===== config.mk =====
export PLATFORM = sky130hd
export DESIGN_NAME = fsk_tone_gen
export DESIGN_NICKNAME = d
export VERILOG_FILES = /design/src/rtl/fsk_pkg.sv /design/src/rtl/fsk_interval_timer.sv /design/src/rtl/fsk_bit_shifter.sv /design/src/rtl/fsk_tone_gen.sv
export SDC_FILE = /design/constraint.sdc
export NUM_CORES = 1
export LEC_CHECK = 0
export CORE_MARGIN = 4
export CORE_UTILIZATION = 45
export DETAILED_ROUTE_END_ITERATION = 12
export PLACE_DENSITY = 0.78
export SLEW_MARGIN = 30
export SYNTH_ARGS = -nofsm -noshare
export SYNTH_HDL_FRONTEND = slang
export SYNTH_SLANG_ARGS = --single-unit

===== constraint.sdc =====
create_clock -name clk -period 4.7 [get_ports clk]
set_clock_uncertainty 0.1 [all_clocks]
set_input_delay 0.705 -clock clk [delete_from_list [all_inputs] [get_ports clk]]
set_output_delay 0.705 -clock clk [all_outputs]
set_load 0.01 [all_outputs]

===== src/rtl/fsk_pkg.sv =====
package fsk_pkg;
  // Default widths shared by the generator and its sub-blocks.
  localparam int unsigned CNT_W_DEF  = 8;
  localparam int unsigned WORD_W_DEF = 8;
  localparam int unsigned TOG_DEF    = 2;
endpackage


===== src/rtl/fsk_interval_timer.sv =====
module fsk_interval_timer #(
  parameter int unsigned CNT_W = fsk_pkg::CNT_W_DEF
) (
  input  logic             clk,
  input  logic             rst_n,
  input  logic             start,
  input  logic             run,
  input  logic             tick,
  input  logic             last,
  input  logic [CNT_W-1:0] start_lim,
  input  logic [CNT_W-1:0] next_lim,
  output logic             hit,
  output logic             wave
);
  logic [CNT_W-1:0] cnt;
  logic [CNT_W-1:0] lim_q;

  // Restart point: the count has reached the limit latched for this interval.
  assign hit = run && tick && (cnt >= lim_q);

  always_ff @(posedge clk) begin
    if (!rst_n) begin
      cnt   <= '0;
      lim_q <= CNT_W'(1);
      wave  <= 1'b0;
    end else if (start) begin
      cnt   <= '0;
      lim_q <= start_lim;
      wave  <= 1'b0;
    end else if (!run) begin
      cnt  <= '0;
      wave <= 1'b0;
    end else if (tick) begin
      if (hit) begin
        cnt   <= '0;
        lim_q <= next_lim;
        wave  <= last ? 1'b0 : ~wave;
      end else begin
        cnt <= cnt + CNT_W'(1);
      end
    end
  end
endmodule


===== src/rtl/fsk_bit_shifter.sv =====
module fsk_bit_shifter #(
  parameter int unsigned WORD_W      = fsk_pkg::WORD_W_DEF,
  parameter int unsigned TOG_PER_BIT = fsk_pkg::TOG_DEF
) (
  input  logic              clk,
  input  logic              rst_n,
  input  logic              start,
  input  logic [WORD_W-1:0] word,
  input  logic              toggle,
  output logic              busy,
  output logic              cur_bit,
  output logic              next_bit,
  output logic              last,
  output logic              done
);
  localparam int unsigned TW = (TOG_PER_BIT > 1) ? $clog2(TOG_PER_BIT) : 1;
  localparam int unsigned BW = (WORD_W > 1) ? $clog2(WORD_W) : 1;

  logic [WORD_W-1:0] sr;
  logic [TW-1:0]     tog_cnt;
  logic [BW-1:0]     bit_cnt;
  logic              bit_end;

  assign bit_end  = busy && toggle && (tog_cnt == TW'(TOG_PER_BIT - 1));
  assign last     = bit_end && (bit_cnt == BW'(WORD_W - 1));
  assign cur_bit  = busy & sr[WORD_W-1];
  assign next_bit = bit_end ? sr[WORD_W-2] : sr[WORD_W-1];

  always_ff @(posedge clk) begin
    if (!rst_n) begin
      sr      <= '0;
      tog_cnt <= '0;
      bit_cnt <= '0;
      busy    <= 1'b0;
      done    <= 1'b0;
    end else begin
      done <= last;
      if (start) begin
        sr      <= word;
        tog_cnt <= '0;
        bit_cnt <= '0;
        busy    <= 1'b1;
      end else if (busy && toggle) begin
        if (bit_end) begin
          tog_cnt <= '0;
          sr      <= {sr[WORD_W-2:0], 1'b0};
          bit_cnt <= bit_cnt + BW'(1);
          if (last) busy <= 1'b0;
        end else begin
          tog_cnt <= tog_cnt + TW'(1);
        end
      end
    end
  end
endmodule


===== src/rtl/fsk_tone_gen.sv =====
module fsk_tone_gen #(
  parameter int unsigned CNT_W       = fsk_pkg::CNT_W_DEF,
  parameter int unsigned WORD_W      = fsk_pkg::WORD_W_DEF,
  parameter int unsigned TOG_PER_BIT = fsk_pkg::TOG_DEF
) (
  input  logic              clk,
  input  logic              rst_n,
  input  logic              tick,
  input  logic [CNT_W-1:0]  cmp_zero,
  input  logic [CNT_W-1:0]  cmp_one,
  input  logic              load_valid,
  output logic              load_ready,
  input  logic [WORD_W-1:0] load_data,
  output logic              fsk_out,
  output logic              data_bit,
  output logic              done
);
  logic busy, start, hit, last, next_bit;
  logic [CNT_W-1:0] start_lim, next_lim;

  function automatic logic [CNT_W-1:0] pick_lim(input logic b,
                                                input logic [CNT_W-1:0] z,
                                                input logic [CNT_W-1:0] o);
    logic [CNT_W-1:0] v;
    v = b ? o : z;
    return (v == '0) ? CNT_W'(1) : v;
  endfunction

  assign load_ready = ~busy;
  assign start      = load_valid & ~busy;
  assign start_lim  = pick_lim(load_data[WORD_W-1], cmp_zero, cmp_one);
  assign next_lim   = pick_lim(next_bit, cmp_zero, cmp_one);

  fsk_interval_timer #(.CNT_W(CNT_W)) u_timer (
    .clk(clk), .rst_n(rst_n), .start(start), .run(busy), .tick(tick),
    .last(last), .start_lim(start_lim), .next_lim(next_lim),
    .hit(hit), .wave(fsk_out)
  );

  fsk_bit_shifter #(.WORD_W(WORD_W), .TOG_PER_BIT(TOG_PER_BIT)) u_shift (
    .clk(clk), .rst_n(rst_n), .start(start), .word(load_data), .toggle(hit),
    .busy(busy), .cur_bit(data_bit), .next_bit(next_bit), .last(last),
    .done(done)
  );
endmodule


# --- Word-level counts from Yosys, hierarchy flattened ---
# Index checks and enable logic that the tools add are counted.
totals:
  out_inout_bits: 4
  regBits: 31
classes:
  magnitude_cmp: 1
  bitwise_logic: 5
  addsub: 3
  eq_ne: 1
  mux: 19
  reduce_logical: 20
ops:
  columns: ["cell", "n"]
  rows:
  - ["two-way mux 8 bit", 12]
  - ["logical NOT 8 bit", 2]
  - ["nonzero test 2 bit", 6]
  - ["adder 8 x 1 -> 8 bit, second input constant", 1]
  - [">= comparator 8 bit", 1]
  - ["two-way mux 1 bit", 7]
  - ["AND reduction 2 bit", 3]
  - ["AND reduction 3 bit", 2]
  - ["logical AND 1 bit", 5]
  - ["adder 3 x 1 -> 3 bit, second input constant", 1]
  - ["== test 3 bit, second input constant", 1]
  - ["inverter 1 bit", 3]
  - ["OR reduction 3 bit", 1]
  - ["AND 1 bit", 2]
  - ["OR reduction 2 bit", 1]
  - ["adder 1 bit, second input constant", 1]

# --- Longest topological paths before layout ---
# Gate-level depths: netlist of the first run.
depth:
  ltp_word: 12
  depth_mapped: 10
  ltp_nobuf: 9

# --- Hierarchy ---
# Synthesis of the first run repeated with hierarchy kept, for this count alone.
hier_totals:
  hier_cells: 213
  hier_area_um2: 1936.9
by_module_without_submodules:
  columns: ["module", "instances", "area_each_um2", "seq_area_each_um2", "cells_per_inst"]
  rows:
  - ["fsk_interval_timer", 1, 1032.2, 340.3, 109]
  - ["fsk_bit_shifter", 1, 589.3, 280.3, 70]
  - ["fsk_tone_gen", 1, 315.3, 0.0, 34]

# --- Worst setup path after synthesis of the first run ---
# Ideal clock, no wire load.
synth_path:
  path_type: "reg2reg"
  from: "register u_timer.cnt[0]"
  to: "register u_timer.lim_q[0]"
  setup_slack_ns: 2.332
  synth_period_minus_slack_ns: 2.368
  arrival_ns: 2.129
  t_required_ns: 4.460
  n_path_buf: 0
  path_stages_with_launch: 9
  setup_ns: 0.140
  path_cell_list: "dfxtp_1 inv_1 ha_1 o21ai_0 a221oi_1 o31a_1 mux2i_4 mux2i_1 a32oi_1"
synth_between:
  elab_chain_len: 12
  elab_cells_between_ends: 14
synth_lines:
  columns: ["element", "line_no", "text"]
  rows:
  - ["start, declared", "fsk_interval_timer.sv:15", "logic [CNT_W-1:0] cnt;"]
  - ["start signal, assigned", "fsk_interval_timer.sv:39", "cnt <= cnt + CNT_W'(1);"]
  - [">= comparator 8 bit *", "fsk_interval_timer.sv:19", "assign hit = run && tick && (cnt >= lim_q);"]
  - ["logical AND 1 bit *", "fsk_interval_timer.sv:19", null]
  - ["logical AND 1 bit (2 in series)", "fsk_bit_shifter.sv:24", "assign bit_end = busy && toggle && (tog_cnt == TW'(TOG_PER_BIT - 1));"]
  - ["two-way mux 1 bit", "fsk_bit_shifter.sv:27", "assign next_bit = bit_end ? sr[WORD_W-2] : sr[WORD_W-1];"]
  - ["two-way mux 8 bit", "fsk_tone_gen.sv:25", "v = b ? o : z;"]
  - ["logical NOT 8 bit", "fsk_tone_gen.sv:26", "return (v == '0) ? CNT_W'(1) : v;"]
  - ["two-way mux 8 bit", "fsk_tone_gen.sv:26", null]
  - ["two-way mux 8 bit", "fsk_interval_timer.sv:34", "if (hit) begin"]
  - ["two-way mux 8 bit", "fsk_interval_timer.sv:33", "end else if (tick) begin"]
  - ["two-way mux 8 bit", "fsk_interval_timer.sv:30", "end else if (!run) begin"]
  - ["two-way mux 8 bit", "fsk_interval_timer.sv:26", "end else if (start) begin"]
  - ["end signal, assigned", "fsk_interval_timer.sv:28", "lim_q <= start_lim;"]
  - ["end signal, assigned", "fsk_interval_timer.sv:36", "lim_q <= next_lim;"]
  - ["end, declared", "fsk_interval_timer.sv:16", "logic [CNT_W-1:0] lim_q;"]
# Every way passes the cells marked *; elsewhere a longest branch is shown, timed or not. The select of a mux whose other input is x is not followed.
# A chain may end at the register's enable or synchronous reset.

# --- Worst setup path after layout of the first run ---
# Ends and elaborated chain as after synthesis.

==> results of run 1 <==
[worst max-delay path by stage]
stage | endpoint | cells after the start | startpoint
2_1_floorplan | u_timer.lim_q[0] | 8 | u_timer.cnt[0]
3_3_place_gp | u_timer.lim_q[0] | 6 | tick
3_5_place_dp | u_timer.lim_q[5] | 6 | tick
4_1_cts | u_timer.lim_q[5] | 8 | u_timer.cnt[0]
5_1_grt | u_timer.lim_q[0] | 8 | u_timer.cnt[0]
6_report | u_timer.lim_q[0] | 8 | u_timer.cnt[0]
[worst register-to-register path: cells and delay by family, from the launching register on]
family / cells / cell delay (ns)
adder cells (fa/ha/maj): 1 / 0.27
flip-flops: 1 / 0.46
AO/OA/AOI/OAI: 4 / 1.27
buffers and inverters: 1 / 0.09
multiplexers: 2 / 0.81
[sequential cells by signal (all words and copies together) (netlist names)]
name             flops
u_shift.tog_cnt      1
u_shift.done         1
u_timer.wave         1
u_timer.lim_q        8
u_shift.sr           8
u_timer.cnt          8
u_shift.busy         1
u_shift.bit_cnt      3
[logic make-up after synthesis]
group	after synthesis
compound gates	50
xor+xnor	9
fa+ha+maj	11
buf+inv	22
flops	31
mux	20
simple gates	65
[layer usage]
metal  up-vias  share of wire
met3         5          0.049
li1        797              -
met5         -              0
met4         0         0.0095
met1       713           0.47
met2        31           0.47
[power breakdown]
group / total (W) / switching (W) / internal, W
combinational: 0.0000946 / 0.0000446 / 0.0000500
sequential: 0.000285 / 0.0000112 / 0.000274
clock: 0.000226 / 0.0000930 / 0.000133
[final cells by class]
cell class	count	area, um2
fill	355	1530
sequential	31	621
clock buffer	8	100
timing repair buffer	31	310
tap	48	60.1
inverter	12	45.0
multi-input combinational	155	1080
[metrics by stage]
| step | cell area, um2 | power (W) |
|---|---|---|
| 6_report | 2220 | 0.000606 |
| 5_1_grt | 2220 | 0.000638 |
| 4_1_cts | 2220 | 0.000613 |
| 3_5_place_dp | 2120 | 0.000386 |
| 3_3_place_gp | 2110 | 0.000383 |
| 2_1_floorplan | 1780 | 0.000344 |
[placed cells by master, fill, tap and decap left out, types with 2 or more instances in the layout]
master	instances
sky130_fd_sc_hd__o21bai_1	2
sky130_fd_sc_hd__dfxtp_1	31
sky130_fd_sc_hd__nor2_1	16
sky130_fd_sc_hd__mux2i_1	19
sky130_fd_sc_hd__inv_1	12
sky130_fd_sc_hd__clkbuf_8	7
sky130_fd_sc_hd__ha_1	11
sky130_fd_sc_hd__nand4_1	4
sky130_fd_sc_hd__and3_1	4
sky130_fd_sc_hd__o21ai_0	18
sky130_fd_sc_hd__a22oi_1	6
sky130_fd_sc_hd__xor2_1	7
sky130_fd_sc_hd__and2_1	2
sky130_fd_sc_hd__nor4_1	2
sky130_fd_sc_hd__o2bb2ai_1	7
sky130_fd_sc_hd__nand2_1	24
sky130_fd_sc_hd__a21oi_1	4
sky130_fd_sc_hd__clkdlybuf4s50_1	31
sky130_fd_sc_hd__nand3_1	10
sky130_fd_sc_hd__a21boi_0	6
sky130_fd_sc_hd__xnor2_1	2
==> impl_results.html, run 1 <==
<table>
<tr><th>Metric</th><th>Value</th></tr>
<tr><th colspan="2">Synthesis</th></tr>
<tr><td>Share of the synthesized area in compound gates (AO/OA/AOI/OAI)</td><td>0.196</td></tr>
<tr><td>Share of the synthesized area in the top cell type</td><td>0.349</td></tr>
<tr><td>Largest area contributor in the synthesized netlist</td><td>sky130_fd_sc_hd__dfxtp_1</td></tr>
<tr><td>Share of flip-flops with an asynchronous set or reset after synthesis</td><td>0</td></tr>
<tr><td>Yosys cell types</td><td>32</td></tr>
<tr><td>Number of warning messages in the yosys log</td><td>0</td></tr>
<tr><td>Most numerous cell in the Yosys netlist</td><td>sky130_fd_sc_hd__dfxtp_1</td></tr>
<tr><td>Post-synthesis average cell area</td><td>between 8 and 9 um2</td></tr>
<tr><td>Largest family of logic cells by synthesized area</td><td>compound AO/OA/AOI/OAI gates</td></tr>
<tr><td>Post-Synth Simple-Gate Area</td><td>0.165</td></tr>
<tr><td>EDFF count, synth</td><td>0</td></tr>
<tr><td>Synth area leaders</td><td>sky130_fd_sc_hd__dfxtp_1, sky130_fd_sc_hd__mux2i_1, sky130_fd_sc_hd__ha_1</td></tr>
<tr><td>Synthesized cell area</td><td>1780 um2</td></tr>
<tr><td>Leading cell types by count after synthesis</td><td>sky130_fd_sc_hd__dfxtp_1, sky130_fd_sc_hd__nand2_1, sky130_fd_sc_hd__mux2i_1, sky130_fd_sc_hd__o21ai_0, sky130_fd_sc_hd__nor2_1</td></tr>
<tr><td>Syn Inst Count</td><td>approximately 210</td></tr>
<tr><td>Adder-cell share of the synthesized area</td><td>0.0775</td></tr>
<tr><td>Prevailing post-synth register cell</td><td>sky130_fd_sc_hd__dfxtp_1</td></tr>
<tr><td>Multiplexer share of the synthesized area</td><td>0.120</td></tr>
<tr><td>Count of state elements after synthesis</td><td>31</td></tr>
<tr><td>Share of the yosys chip area belonging to registers</td><td>0.349</td></tr>
<tr><td>Net count after synthesis</td><td>247</td></tr>
<tr><td>XOR/XNOR Fraction of Synth Area</td><td>0.0444</td></tr>
<tr><th colspan="2">Finish</th></tr>
<tr><td>ANT cells</td><td>0</td></tr>
<tr><td>Final nets</td><td>275</td></tr>
<tr><td>Fraction of final layout cells sized beyond drive strength 1</td><td>0.0422</td></tr>
<tr><td>Util after Layout</td><td>0.592</td></tr>
<tr><td>Area growth from synthesis to final layout</td><td>24.8%</td></tr>
<tr><td>Final non-filler cell total</td><td>285</td></tr>
<tr><th colspan="2">Setup path</th></tr>
<tr><td>Maximum net fanout on the critical path</td><td>14</td></tr>
<tr><td>Data required, critical path</td><td>approximately 4.7 ns</td></tr>
<tr><td>CP Capture Type</td><td>flip-flop</td></tr>
<tr><td>Crit start category</td><td>flip-flop</td></tr>
<tr><td>Category of the critical setup timing path</td><td>reg -&gt; reg</td></tr>
<tr><td>Setup slack of the most critical reg-to-reg path</td><td>approximately 1.5 ns</td></tr>
<tr><td>Arrival time reported for the critical path endpoint</td><td>3.19 ns</td></tr>
<tr><td>Total buffers and inverters traversed by the critical path</td><td>1</td></tr>
<tr><td>Launch instance of the worst register-to-register path</td><td>u_timer.cnt[0]</td></tr>
<tr><td>Cell family with most CP delay</td><td>compound AO/OA/AOI/OAI gates</td></tr>
<tr><td>R2R depth</td><td>8</td></tr>
<tr><td>Longest individual stage delay on the worst path</td><td>0.62 ns</td></tr>
<tr><td>Crit path cell chain</td><td>inv_1 -&gt; ha_1 -&gt; o21ai_0 -&gt; a221oi_1 -&gt; o31a_1 -&gt; mux2i_4 -&gt; mux2i_1 -&gt; a32oi_1</td></tr>
<tr><td>Standard cell with the maximum stage delay on the critical path</td><td>sky130_fd_sc_hd__o31a_1</td></tr>
<tr><td>RR Endpoint</td><td>u_timer.lim_q[0]</td></tr>
<tr><th colspan="2">Clock network</th></tr>
<tr><td>Clock slew at reported path FFs</td><td>0.06 ns</td></tr>
<tr><td>Gates resized, CTS repair</td><td>0</td></tr>
<tr><td>Hold buffers post-CTS</td><td>0</td></tr>
<tr><td>H-tree depth</td><td>2</td></tr>
<tr><td>Clock tree from TritonCTS</td><td>built</td></tr>
<tr><td>Number of buffers created by CTS</td><td>5</td></tr>
<tr><td>Num Clock Sinks</td><td>31</td></tr>
<tr><td>Latest clock arrival within the worst-skew pair</td><td>0.28 ns</td></tr>
<tr><td>Clk Tree Root Cell</td><td>sky130_fd_sc_hd__clkbuf_8</td></tr>
<tr><td>Clock Path Buffers</td><td>2</td></tr>
<tr><td># Post-CTS Setup Buffers</td><td>0</td></tr>
<tr><th colspan="2">Floorplan</th></tr>
<tr><td>Core area</td><td>3740 um2</td></tr>
<tr><td>Number of placed I/O pins</td><td>32</td></tr>
<tr><td>Area of the die</td><td>5020 um2</td></tr>
<tr><td>Die H</td><td>70.8 um</td></tr>
<tr><td>Starting utilization of the core area</td><td>0.475</td></tr>
<tr><td>Width of the chip</td><td>70.8 um</td></tr>
<tr><td>Core Rows</td><td>22</td></tr>
<tr><th colspan="2">Global routing</th></tr>
<tr><td>Global routing's busiest layer</td><td>met2</td></tr>
<tr><td>Number of antenna violations at the first check in global routing</td><td>0</td></tr>
<tr><td>Wire length of the first global-routing pass</td><td>6550 um</td></tr>
<tr><td>Global router's overall resource usage</td><td>0.159</td></tr>
<tr><td>Met3 usage in global routing</td><td>0.0526</td></tr>
<tr><td>M2 GR Usage</td><td>0.263</td></tr>
<tr><td>Total grt overflow</td><td>0</td></tr>
<tr><td>Vias in the first global route</td><td>around 1500</td></tr>
<tr><td>Maximum number of pins on one net before global-route repair</td><td>23</td></tr>
<tr><td>Fraction of met1 tracks used by global routing</td><td>0.200</td></tr>
<tr><th colspan="2">Min path</th></tr>
<tr><td>Cells on Worst Hold Path</td><td>2</td></tr>
<tr><td>Hold Path Class</td><td>reg -&gt; reg</td></tr>
<tr><td>Launch instance of the worst min-delay path</td><td>u_shift.sr[5]</td></tr>
<tr><td>Worst hold path endpoint</td><td>u_shift.sr[5]</td></tr>
<tr><th colspan="2">Placed design</th></tr>
<tr><td>Final Wtd Congestion</td><td>0.820</td></tr>
<tr><td>Port-buffer cells</td><td>31</td></tr>
<tr><td>Number of cells in the design after placement</td><td>between 200 and 300</td></tr>
<tr><td>Placed wire-length estimate after detailed placement</td><td>2810 um</td></tr>
<tr><td>Worst setup timing slack at the placement stage</td><td>1.41 ns</td></tr>
<tr><th colspan="2">Pwr</th></tr>
<tr><td>Lkg Pwr</td><td>0.892 nW</td></tr>
<tr><td>Worst-case vdd ir drop</td><td>roughly 190 uV</td></tr>
<tr><td>Power density normalized to cell area</td><td>274 nW/um2</td></tr>
<tr><th colspan="2">Detailed routing</th></tr>
<tr><td>Wire per inst</td><td>between 10 and 15 um</td></tr>
<tr><td>Detail-routed via count per cell</td><td>5.42</td></tr>
<tr><td>Number of remaining DRC errors</td><td>0</td></tr>
<tr><td>Detailed Routing Iterations Pass 1</td><td>4</td></tr>
<tr><td>Number of nets with antenna violations after routing</td><td>0</td></tr>
<tr><td>DRT iter0 DRCs</td><td>88</td></tr>
<tr><td>Total vias in the final route</td><td>1546</td></tr>
<tr><td>Total detailed-routing wirelength</td><td>3800 um</td></tr>
<tr><th colspan="2">Timing</th></tr>
<tr><td>Time the final worst path needs with I/O delays and setup</td><td>between 3 and 4 ns</td></tr>
<tr><td>Tightest hold margin</td><td>0.370 ns</td></tr>
<tr><td>Achievable frequency</td><td>315 MHz</td></tr>
<tr><td>Final Max Slew Viols</td><td>0</td></tr>
<tr><td>RSZ-0062 raised after global routing</td><td>false</td></tr>
<tr><td>Final Setup Violations</td><td>0</td></tr>
<tr><td>Final Cycle Share</td><td>0.676</td></tr>
<tr><td>Number of failing hold endpoints at the final stage</td><td>0</td></tr>
<tr><td>Worst-Margin Slew</td><td>0.744 ns</td></tr>
<tr><td>Remaining max-slew budget at the tightest pin</td><td>0.503</td></tr>
<tr><td>Setup_tns</td><td>0 ns</td></tr>
<tr><td>Final setup margin</td><td>~1.5 ns</td></tr>
<tr><th colspan="2">Status</th></tr>
<tr><td>Run status</td><td>completed</td></tr>
<tr><th colspan="2">Run</th></tr>
<tr><td>Maximum Capacitance Violations</td><td>0</td></tr>
</table>
(Power assumes the default switching activity.)
==> inputs of run 2 (changes only) <==
--- a/config.mk
+++ b/config.mk
@@ -8,7 +8,7 @@
 export CORE_MARGIN = 4
 export CORE_UTILIZATION = 45
 export DETAILED_ROUTE_END_ITERATION = 12
-export PLACE_DENSITY = 0.78
+export PLACE_DENSITY = 0.81
 export SLEW_MARGIN = 30
 export SYNTH_ARGS = -nofsm -noshare
 export SYNTH_HDL_FRONTEND = slang
==> constraint.sdc (replaced) <==
create_clock -name clk -period 2.8 [get_ports clk]
set_clock_uncertainty 0.1 [all_clocks]
set_input_delay 0.42 -clock clk [delete_from_list [all_inputs] [get_ports clk]]
set_output_delay 0.42 -clock clk [all_outputs]
set_load 0.01 [all_outputs]
==> run 2 against run 1 <==
  * Register-to-register slack worse by 1.3 ns
  * Sequential share of layout area is 0.19 points lower
  * First-iteration DRC count is 4.5% lower
  * Critical path type unchanged
  * Critical endpoint is now u_timer.lim_q[4]
  * Final area is 0.68% higher
  * Critical path depth stayed put
  * Final cell count is 1.8% higher
  * Setup slack worse by 1.3 ns
  * Highest routed layer unchanged
  * Largest power group unchanged
==> impl_results.html, run 2 (synthesis gave the netlist of run 1 again) <==
<table>
<tr><th>Metric</th><th>Value</th></tr>
<tr><th colspan="2">Status</th></tr>
<tr><td>Run status</td><td>completed</td></tr>
<tr><th colspan="2">Timing</th></tr>
<tr><td>Final Max Slew Viols</td><td>0</td></tr>
<tr><td>Final Cycle Share</td><td>0.913</td></tr>
<tr><td>Final Setup Violations</td><td>0</td></tr>
<tr><td>RSZ-0062 raised after global routing</td><td>false</td></tr>
<tr><td>Worst-Margin Slew</td><td>0.730 ns</td></tr>
<tr><td>Setup_tns</td><td>0 ns</td></tr>
<tr><td>Achievable frequency</td><td>391 MHz</td></tr>
<tr><td>Number of failing hold endpoints at the final stage</td><td>0</td></tr>
<tr><td>Time the final worst path needs with I/O delays and setup</td><td>2.56 ns</td></tr>
<tr><td>Remaining max-slew budget at the tightest pin</td><td>0.512</td></tr>
<tr><th colspan="2">Finish</th></tr>
<tr><td>Area growth from synthesis to final layout</td><td>25.6%</td></tr>
<tr><td>Largest registers in the final layout</td><td>u_shift.sr x8, u_timer.cnt x8, u_timer.lim_q x8</td></tr>
<tr><td>Layout Cell Area excl Fill</td><td>around 2200 um2</td></tr>
<tr><td>Fraction of final layout cells sized beyond drive strength 1</td><td>0.0620</td></tr>
<tr><td>Final non-filler cell total</td><td>290</td></tr>
<tr><td>Util after Layout</td><td>0.596</td></tr>
<tr><td>Leading cell types in the layout, fill and taps excluded</td><td>sky130_fd_sc_hd__clkdlybuf4s50_1, sky130_fd_sc_hd__dfxtp_1, sky130_fd_sc_hd__nand2_1, sky130_fd_sc_hd__mux2i_1, sky130_fd_sc_hd__o21ai_0</td></tr>
<tr><td>Final nets</td><td>282</td></tr>
<tr><td>Count of filler cells inserted in the layout</td><td>353</td></tr>
<tr><td>ANT cells</td><td>0</td></tr>
<tr><th colspan="2">Detailed routing</th></tr>
<tr><td>DRT iter0 DRCs</td><td>84</td></tr>
<tr><td>Detailed Routing Iterations Pass 1</td><td>4</td></tr>
<tr><td>Number of nets with antenna violations after routing</td><td>0</td></tr>
<tr><td>Number of remaining DRC errors</td><td>0</td></tr>
<tr><td>Total detailed-routing wirelength</td><td>3920 um</td></tr>
<tr><td>Wire per inst</td><td>between 10 and 15 um</td></tr>
<tr><td>Total vias in the final route</td><td>1569</td></tr>
<tr><td>Detail-routed via count per cell</td><td>between 5 and 6</td></tr>
<tr><th colspan="2">Placed design</th></tr>
<tr><td>Placed wire-length estimate after detailed placement</td><td>3050 um</td></tr>
<tr><td>Number of cells in the design after placement</td><td>~280</td></tr>
<tr><td>Final Wtd Congestion</td><td>0.912</td></tr>
<tr><td>Post-placement cell area</td><td>2160 um2</td></tr>
<tr><td>Port-buffer cells</td><td>31</td></tr>
<tr><th colspan="2">Clock network</th></tr>
<tr><td>Number of buffers created by CTS</td><td>5</td></tr>
<tr><td>Clock tree from TritonCTS</td><td>built</td></tr>
<tr><td>Hold buffers post-CTS</td><td>0</td></tr>
<tr><td>Clock slew at reported path FFs</td><td>0.06 ns</td></tr>
<tr><td># Post-CTS Setup Buffers</td><td>0</td></tr>
<tr><td>Gates resized, CTS repair</td><td>0</td></tr>
<tr><td>Clock Path Buffers</td><td>2</td></tr>
<tr><td>Clk Tree Root Cell</td><td>sky130_fd_sc_hd__clkbuf_8</td></tr>
<tr><td>Latest clock arrival within the worst-skew pair</td><td>0.27 ns</td></tr>
<tr><td>Num Clock Sinks</td><td>31</td></tr>
<tr><td>H-tree depth</td><td>2</td></tr>
<tr><th colspan="2">Setup path</th></tr>
<tr><td>RR Endpoint</td><td>u_timer.lim_q[4]</td></tr>
<tr><td>Category of the critical setup timing path</td><td>reg -&gt; reg</td></tr>
<tr><td>Setup slack of the most critical reg-to-reg path</td><td>0.24 ns</td></tr>
<tr><td>Crit start category</td><td>flip-flop</td></tr>
<tr><td>Maximum net fanout on the critical path</td><td>9</td></tr>
<tr><td>R2R depth</td><td>8</td></tr>
<tr><td>Launch instance of the worst register-to-register path</td><td>u_timer.cnt[0]</td></tr>
<tr><td>Arrival time reported for the critical path endpoint</td><td>around 2.6 ns</td></tr>
<tr><td>Longest individual stage delay on the worst path</td><td>approximately 0.48 ns</td></tr>
<tr><td>Standard cell with the maximum stage delay on the critical path</td><td>sky130_fd_sc_hd__mux2i_4</td></tr>
<tr><td>Crit path cell chain</td><td>inv_1 -&gt; ha_1 -&gt; o21ai_0 -&gt; a221oi_1 -&gt; o31a_1 -&gt; mux2i_4 -&gt; mux2i_1 -&gt; o2bb2ai_1</td></tr>
<tr><td>CP Capture Type</td><td>flip-flop</td></tr>
<tr><td>Data required, critical path</td><td>2.86 ns</td></tr>
<tr><th colspan="2">Min path</th></tr>
<tr><td>Launch instance of the worst min-delay path</td><td>u_shift.sr[1]</td></tr>
<tr><td>Worst hold path endpoint</td><td>u_shift.sr[1]</td></tr>
<tr><td>Hold Path Class</td><td>reg -&gt; reg</td></tr>
<tr><td>Cells on Worst Hold Path</td><td>2</td></tr>
<tr><th colspan="2">Pwr</th></tr>
<tr><td>Lkg Pwr</td><td>0.910 nW</td></tr>
<tr><td>Internal power summed over all cells</td><td>0.000714 W</td></tr>
<tr><td>Combinational fraction of design power</td><td>0.178</td></tr>
<tr><td>Power density normalized to cell area</td><td>between 400 and 500 nW/um2</td></tr>
<tr><td>Net switching power of the design</td><td>0.000237 W</td></tr>
<tr><td>Power share of the sequential group</td><td>0.500</td></tr>
<tr><td>Post-layout power</td><td>approximately 0.00095 W</td></tr>
<tr><td>Switching part of the total</td><td>0.249</td></tr>
<tr><td>Proportion of power drawn by the clock network</td><td>0.323</td></tr>
<tr><td>Worst-case vdd ir drop</td><td>270 uV</td></tr>
<tr><th colspan="2">Global routing</th></tr>
<tr><td>Global router's overall resource usage</td><td>0.165</td></tr>
<tr><td>Vias in the first global route</td><td>roughly 1500</td></tr>
<tr><td>Wire length of the first global-routing pass</td><td>6690 um</td></tr>
<tr><td>Maximum number of pins on one net before global-route repair</td><td>16</td></tr>
<tr><td>Total grt overflow</td><td>0</td></tr>
<tr><td>Number of antenna violations at the first check in global routing</td><td>0</td></tr>
<tr><th colspan="2">Floorplan</th></tr>
<tr><td>Width of the chip</td><td>roughly 70 um</td></tr>
<tr><td>Area of the die</td><td>5020 um2</td></tr>
<tr><td>Number of placed I/O pins</td><td>32</td></tr>
<tr><td>Core area</td><td>3740 um2</td></tr>
<tr><td>Die H</td><td>around 70 um</td></tr>
<tr><td>Starting utilization of the core area</td><td>0.475</td></tr>
<tr><td>Core Rows</td><td>22</td></tr>
<tr><th colspan="2">Run</th></tr>
<tr><td>Maximum Capacitance Violations</td><td>0</td></tr>
</table>
==> run 2: cell types whose count changed in the layout (fill, tap and decap cells not counted), sizes merged <==
cell / change
clkbuf: -2
buf: +7
==> run 2: metal layers <==
metal / GRT usage / up-vias / share of wire
met5: 0 / - / 0
met4: 0.0647 / 0 / 0.0087
met3: 0.0469 / 4 / 0.046
met2: 0.266 / 31 / 0.47
met1: 0.208 / 728 / 0.47
li1: - / 806 / -
==> run 2: power by group through the flow <==
stage	Sequential, W	Combinational (W)	Clock (W)
CTS	0.000475	0.000169	0.000322
global placement	0.000484	0.000166	0
detailed placement	0.000484	0.000169	0
finish	0.000475	0.000169	0.000307
global route	0.000477	0.000190	0.000345
floorplan	0.000479	0.0000978	0
==> run 2: how the worst max path moves through the flow <==
stage                    from                to  slack (ns)  cells past startpoint
6_report       u_timer.cnt[0]  u_timer.lim_q[4]        0.24                      8
5_1_grt        u_timer.cnt[0]  u_timer.lim_q[0]        0.06                      8
4_1_cts        u_timer.cnt[0]  u_timer.lim_q[0]        0.26                      8
3_5_place_dp   u_timer.cnt[0]  u_timer.lim_q[5]        0.27                      8
3_3_place_gp   u_timer.cnt[0]  u_timer.lim_q[5]        0.37                      8
2_1_floorplan  u_timer.cnt[0]  u_timer.lim_q[0]        0.43                      8
==> run 2: stage by stage <==
step | hold WS (ns) | worst slack [ns]
floorplan | 0.344 | 0.432
global placement | 0.356 | 0.367
detailed placement | 0.367 | 0.270
CTS | 0.376 | 0.257
global route | 0.399 | 0.0571
finish | 0.371 | 0.244
==> run 2: critical path: cells and delay by family, from the launching register on <==
family	cells	cell delay (ns)
buf+inv	1	0.08
fa+ha+maj	1	0.27
flops	1	0.44
mux	2	0.72
compound gates	4	0.84
==> run 2: cell type report <==
type | instances | area (um2) | share of cell area
clock buffers | 6 | 72.6 | 0.0325
inverters | 12 | 45.0 | 0.0202
multi-input cells | 155 | 1070 | 0.480
flip-flops and latches | 31 | 621 | 0.278
well taps | 48 | 60.1 | 0.0269
repair buffers | 38 | 363 | 0.163
==> inputs of run 3 (changes only) <==
--- a/config.mk
+++ b/config.mk
@@ -6,9 +6,9 @@
 export NUM_CORES = 1
 export LEC_CHECK = 0
 export CORE_MARGIN = 4
-export CORE_UTILIZATION = 45
+export CORE_UTILIZATION = 29
 export DETAILED_ROUTE_END_ITERATION = 12
-export PLACE_DENSITY = 0.81
+export PLACE_DENSITY = 0.59
 export SLEW_MARGIN = 30
 export SYNTH_ARGS = -nofsm -noshare
 export SYNTH_HDL_FRONTEND = slang
==> run 3 against run 2 <==
  * Die area is 48% higher
  * Flip-flop and latch count stayed put
  * Via count is 1.4% lower
  * Sequential power hardly changed
  * Final cell count is 9.7% higher
  * Largest cell class unchanged
  * Critical path depth stayed put
  * Utilization is 21 points lower
  * Power is 2.6% higher
  * First-iteration DRC count is 3.6% lower
==> impl_results.html, run 3 (synthesis gave the netlist of run 1 again) <==
<table>
<tr><th>Metric</th><th>Value</th></tr>
<tr><th colspan="2">Status</th></tr>
<tr><td>Run status</td><td>completed</td></tr>
<tr><th colspan="2">Placed design</th></tr>
<tr><td>Final Wtd Congestion</td><td>0.732</td></tr>
<tr><td>Port-buffer cells</td><td>31</td></tr>
<tr><td>Post-placement cell area</td><td>2190 um2</td></tr>
<tr><td>Placed wire-length estimate after detailed placement</td><td>3160 um</td></tr>
<tr><th colspan="2">Pwr</th></tr>
<tr><td>Net switching power of the design</td><td>0.000253 W</td></tr>
<tr><td>Internal power summed over all cells</td><td>0.000723 W</td></tr>
<tr><td>Power density normalized to cell area</td><td>430 nW/um2</td></tr>
<tr><td>Proportion of power drawn by the clock network</td><td>0.340</td></tr>
<tr><td>Lkg Pwr</td><td>0.912 nW</td></tr>
<tr><td>Worst-case vdd ir drop</td><td>approximately 220 uV</td></tr>
<tr><td>Switching part of the total</td><td>0.259</td></tr>
<tr><td>Combinational fraction of design power</td><td>0.172</td></tr>
<tr><td>Power share of the sequential group</td><td>0.488</td></tr>
<tr><th colspan="2">Finish</th></tr>
<tr><td>Area of combinational cells with multiple inputs</td><td>between 1000 and 1500 um2</td></tr>
<tr><td>Area of all sequential standard cells</td><td>621 um2</td></tr>
<tr><td>Layout Cell Area excl Fill</td><td>2270 um2</td></tr>
<tr><td>Leading cell types in the layout, fill and taps excluded</td><td>sky130_fd_sc_hd__clkdlybuf4s50_1, sky130_fd_sc_hd__dfxtp_1, sky130_fd_sc_hd__nand2_1, sky130_fd_sc_hd__mux2i_1, sky130_fd_sc_hd__o21ai_0</td></tr>
<tr><td>Largest registers in the final layout</td><td>u_shift.sr x8, u_timer.cnt x8, u_timer.lim_q x8</td></tr>
<tr><td>Final nets</td><td>about 280</td></tr>
<tr><td>Fraction of final layout cells sized beyond drive strength 1</td><td>0.0617</td></tr>
<tr><td>Area growth from synthesis to final layout</td><td>27.6%</td></tr>
<tr><td>ANT cells</td><td>0</td></tr>
<tr><td>Count of filler cells inserted in the layout</td><td>604</td></tr>
<tr><th colspan="2">Global routing</th></tr>
<tr><td>Total grt overflow</td><td>0</td></tr>
<tr><td>Maximum number of pins on one net before global-route repair</td><td>15</td></tr>
<tr><td>Wire length of the first global-routing pass</td><td>7250 um</td></tr>
<tr><td>Number of antenna violations at the first check in global routing</td><td>0</td></tr>
<tr><td>Vias in the first global route</td><td>1557</td></tr>
<tr><td>Global router's overall resource usage</td><td>0.121</td></tr>
<tr><th colspan="2">Floorplan</th></tr>
<tr><td>Area of the die</td><td>between 7000 and 8000 um2</td></tr>
<tr><td>Die H</td><td>86.3 um</td></tr>
<tr><td>Width of the chip</td><td>86.3 um</td></tr>
<tr><td>Core area</td><td>slightly below 6000 um2</td></tr>
<tr><td>Starting utilization of the core area</td><td>0.300</td></tr>
<tr><td>Core Rows</td><td>28</td></tr>
<tr><td>Number of placed I/O pins</td><td>32</td></tr>
<tr><th colspan="2">Detailed routing</th></tr>
<tr><td>Wire per inst</td><td>around 13 um</td></tr>
<tr><td>Total detailed-routing wirelength</td><td>4150 um</td></tr>
<tr><td>DRT iter0 DRCs</td><td>81</td></tr>
<tr><td>Total vias in the final route</td><td>1547</td></tr>
<tr><td>Number of remaining DRC errors</td><td>0</td></tr>
<tr><td>Number of nets with antenna violations after routing</td><td>0</td></tr>
<tr><td>Detailed Routing Iterations Pass 1</td><td>4</td></tr>
<tr><td>Detail-routed via count per cell</td><td>4.86</td></tr>
<tr><th colspan="2">Timing</th></tr>
<tr><td>Worst-Margin Slew</td><td>about 0.63 ns</td></tr>
<tr><td>Final Max Slew Viols</td><td>0</td></tr>
<tr><td>Final Setup Violations</td><td>0</td></tr>
<tr><td>RSZ-0062 raised after global routing</td><td>false</td></tr>
<tr><td>Final Cycle Share</td><td>0.915</td></tr>
<tr><td>Achievable frequency</td><td>390 MHz</td></tr>
<tr><td>Number of failing hold endpoints at the final stage</td><td>0</td></tr>
<tr><td>Setup_tns</td><td>0 ns</td></tr>
<tr><td>Remaining max-slew budget at the tightest pin</td><td>0.580</td></tr>
<tr><td>Time the final worst path needs with I/O delays and setup</td><td>2.56 ns</td></tr>
<tr><th colspan="2">Setup path</th></tr>
<tr><td>Maximum net fanout on the critical path</td><td>9</td></tr>
<tr><td>Arrival time reported for the critical path endpoint</td><td>~2.6 ns</td></tr>
<tr><td>Category of the critical setup timing path</td><td>reg -&gt; reg</td></tr>
<tr><td>Standard cell with the maximum stage delay on the critical path</td><td>sky130_fd_sc_hd__mux2i_4</td></tr>
<tr><td>Crit path cell chain</td><td>inv_1 -&gt; ha_1 -&gt; o21ai_0 -&gt; a221oi_1 -&gt; o31a_1 -&gt; mux2i_4 -&gt; mux2i_1 -&gt; o2bb2ai_1</td></tr>
<tr><td>Longest individual stage delay on the worst path</td><td>0.49 ns</td></tr>
<tr><td>Crit start category</td><td>flip-flop</td></tr>
<tr><td>CP Capture Type</td><td>flip-flop</td></tr>
<tr><td>Data required, critical path</td><td>2.86 ns</td></tr>
<tr><th colspan="2">Clock network</th></tr>
<tr><td>Gates resized, CTS repair</td><td>0</td></tr>
<tr><td>H-tree depth</td><td>2</td></tr>
<tr><td>Clock Path Buffers</td><td>2</td></tr>
<tr><td>Clk Tree Root Cell</td><td>sky130_fd_sc_hd__clkbuf_8</td></tr>
<tr><td>Clock slew at reported path FFs</td><td>0.07 ns</td></tr>
<tr><td>Hold buffers post-CTS</td><td>0</td></tr>
<tr><td>Latest clock arrival within the worst-skew pair</td><td>0.28 ns</td></tr>
<tr><td>Number of buffers created by CTS</td><td>5</td></tr>
<tr><td>Num Clock Sinks</td><td>31</td></tr>
<tr><td># Post-CTS Setup Buffers</td><td>0</td></tr>
<tr><td>Clock tree from TritonCTS</td><td>built</td></tr>
<tr><th colspan="2">Min path</th></tr>
<tr><td>Hold Path Class</td><td>reg -&gt; reg</td></tr>
<tr><th colspan="2">Run</th></tr>
<tr><td>Maximum Capacitance Violations</td><td>0</td></tr>
</table>
==> run 3: changes by cell type in the layout (fill, tap and decap cells not counted) <==
cell,previous run,this run
sky130_fd_sc_hd__buf_4,7,6
sky130_fd_sc_hd__clkinv_2,0,1
sky130_fd_sc_hd__clkbuf_1,1,2
==> run 3: power groups by stage <==
stage	Clock (W)	Sequential, W	Combinational (W)
after detailed placement	0	0.000486	0.000168
final	0.000332	0.000476	0.000168
after floorplan	0	0.000479	0.0000978
after global placement	0	0.000486	0.000168
after global routing	0.000369	0.000478	0.000189
after CTS	0.000345	0.000476	0.000169
==> run 3: final timing paths <==
check	endpoint	slack [ns]	from	cells past startpoint
setup / recovery	u_timer.lim_q[3]	0.24	u_timer.cnt[0]	8
hold / removal	u_shift.sr[2]	0.37	u_shift.sr[2]	2
setup reg to reg	u_timer.lim_q[3]	0.24	u_timer.cnt[0]	8
hold reg to reg	u_shift.sr[2]	0.37	u_shift.sr[2]	2
==> run 3: stage by stage <==
step | hold slack, ns | worst slack, ns | power [W] | std cells | utilization
after global routing | 0.394 | 0.0181 | 0.00104 | 318 | 0.383
after detailed placement | 0.365 | 0.270 | 0.000654 | 310 | 0.369
after floorplan | 0.344 | 0.432 | 0.000577 | 208 | -
after global placement | 0.357 | 0.336 | 0.000654 | 310 | 0.369
after CTS | 0.373 | 0.239 | 0.000990 | 318 | 0.383
final | 0.370 | 0.239 | 0.000976 | 318 | 0.383
==> run 3: final cells by class <==
cell class | count | share of cell area
multi-input combinational | 155 | 0.472
clock inverter | 1 | 0.00221
tap | 75 | 0.0414
clock buffer | 7 | 0.0337
inverter | 12 | 0.0199
timing repair buffer | 37 | 0.157
sequential | 31 | 0.274
==> run 3: worst max-delay path: cells and delay by family, from the launching register on <==
kind / cells / cell delay, ns
AOI/OAI and AO/OA: 4 / 0.81
muxes: 2 / 0.74
DFF: 1 / 0.44
adders and majority gates: 1 / 0.27
buffers and inverters: 1 / 0.07
==> run 3: layer usage <==
| metal | up-vias | GRT usage | share of wire |
|---|---|---|---|
| li1 | 806 | - | - |
| met1 | 715 | 0.169 | 0.50 |
| met2 | 24 | 0.188 | 0.45 |
| met3 | 2 | 0.0257 | 0.036 |
| met4 | 0 | 0.0340 | 0.0048 |
| met5 | - | 0 | 0 |
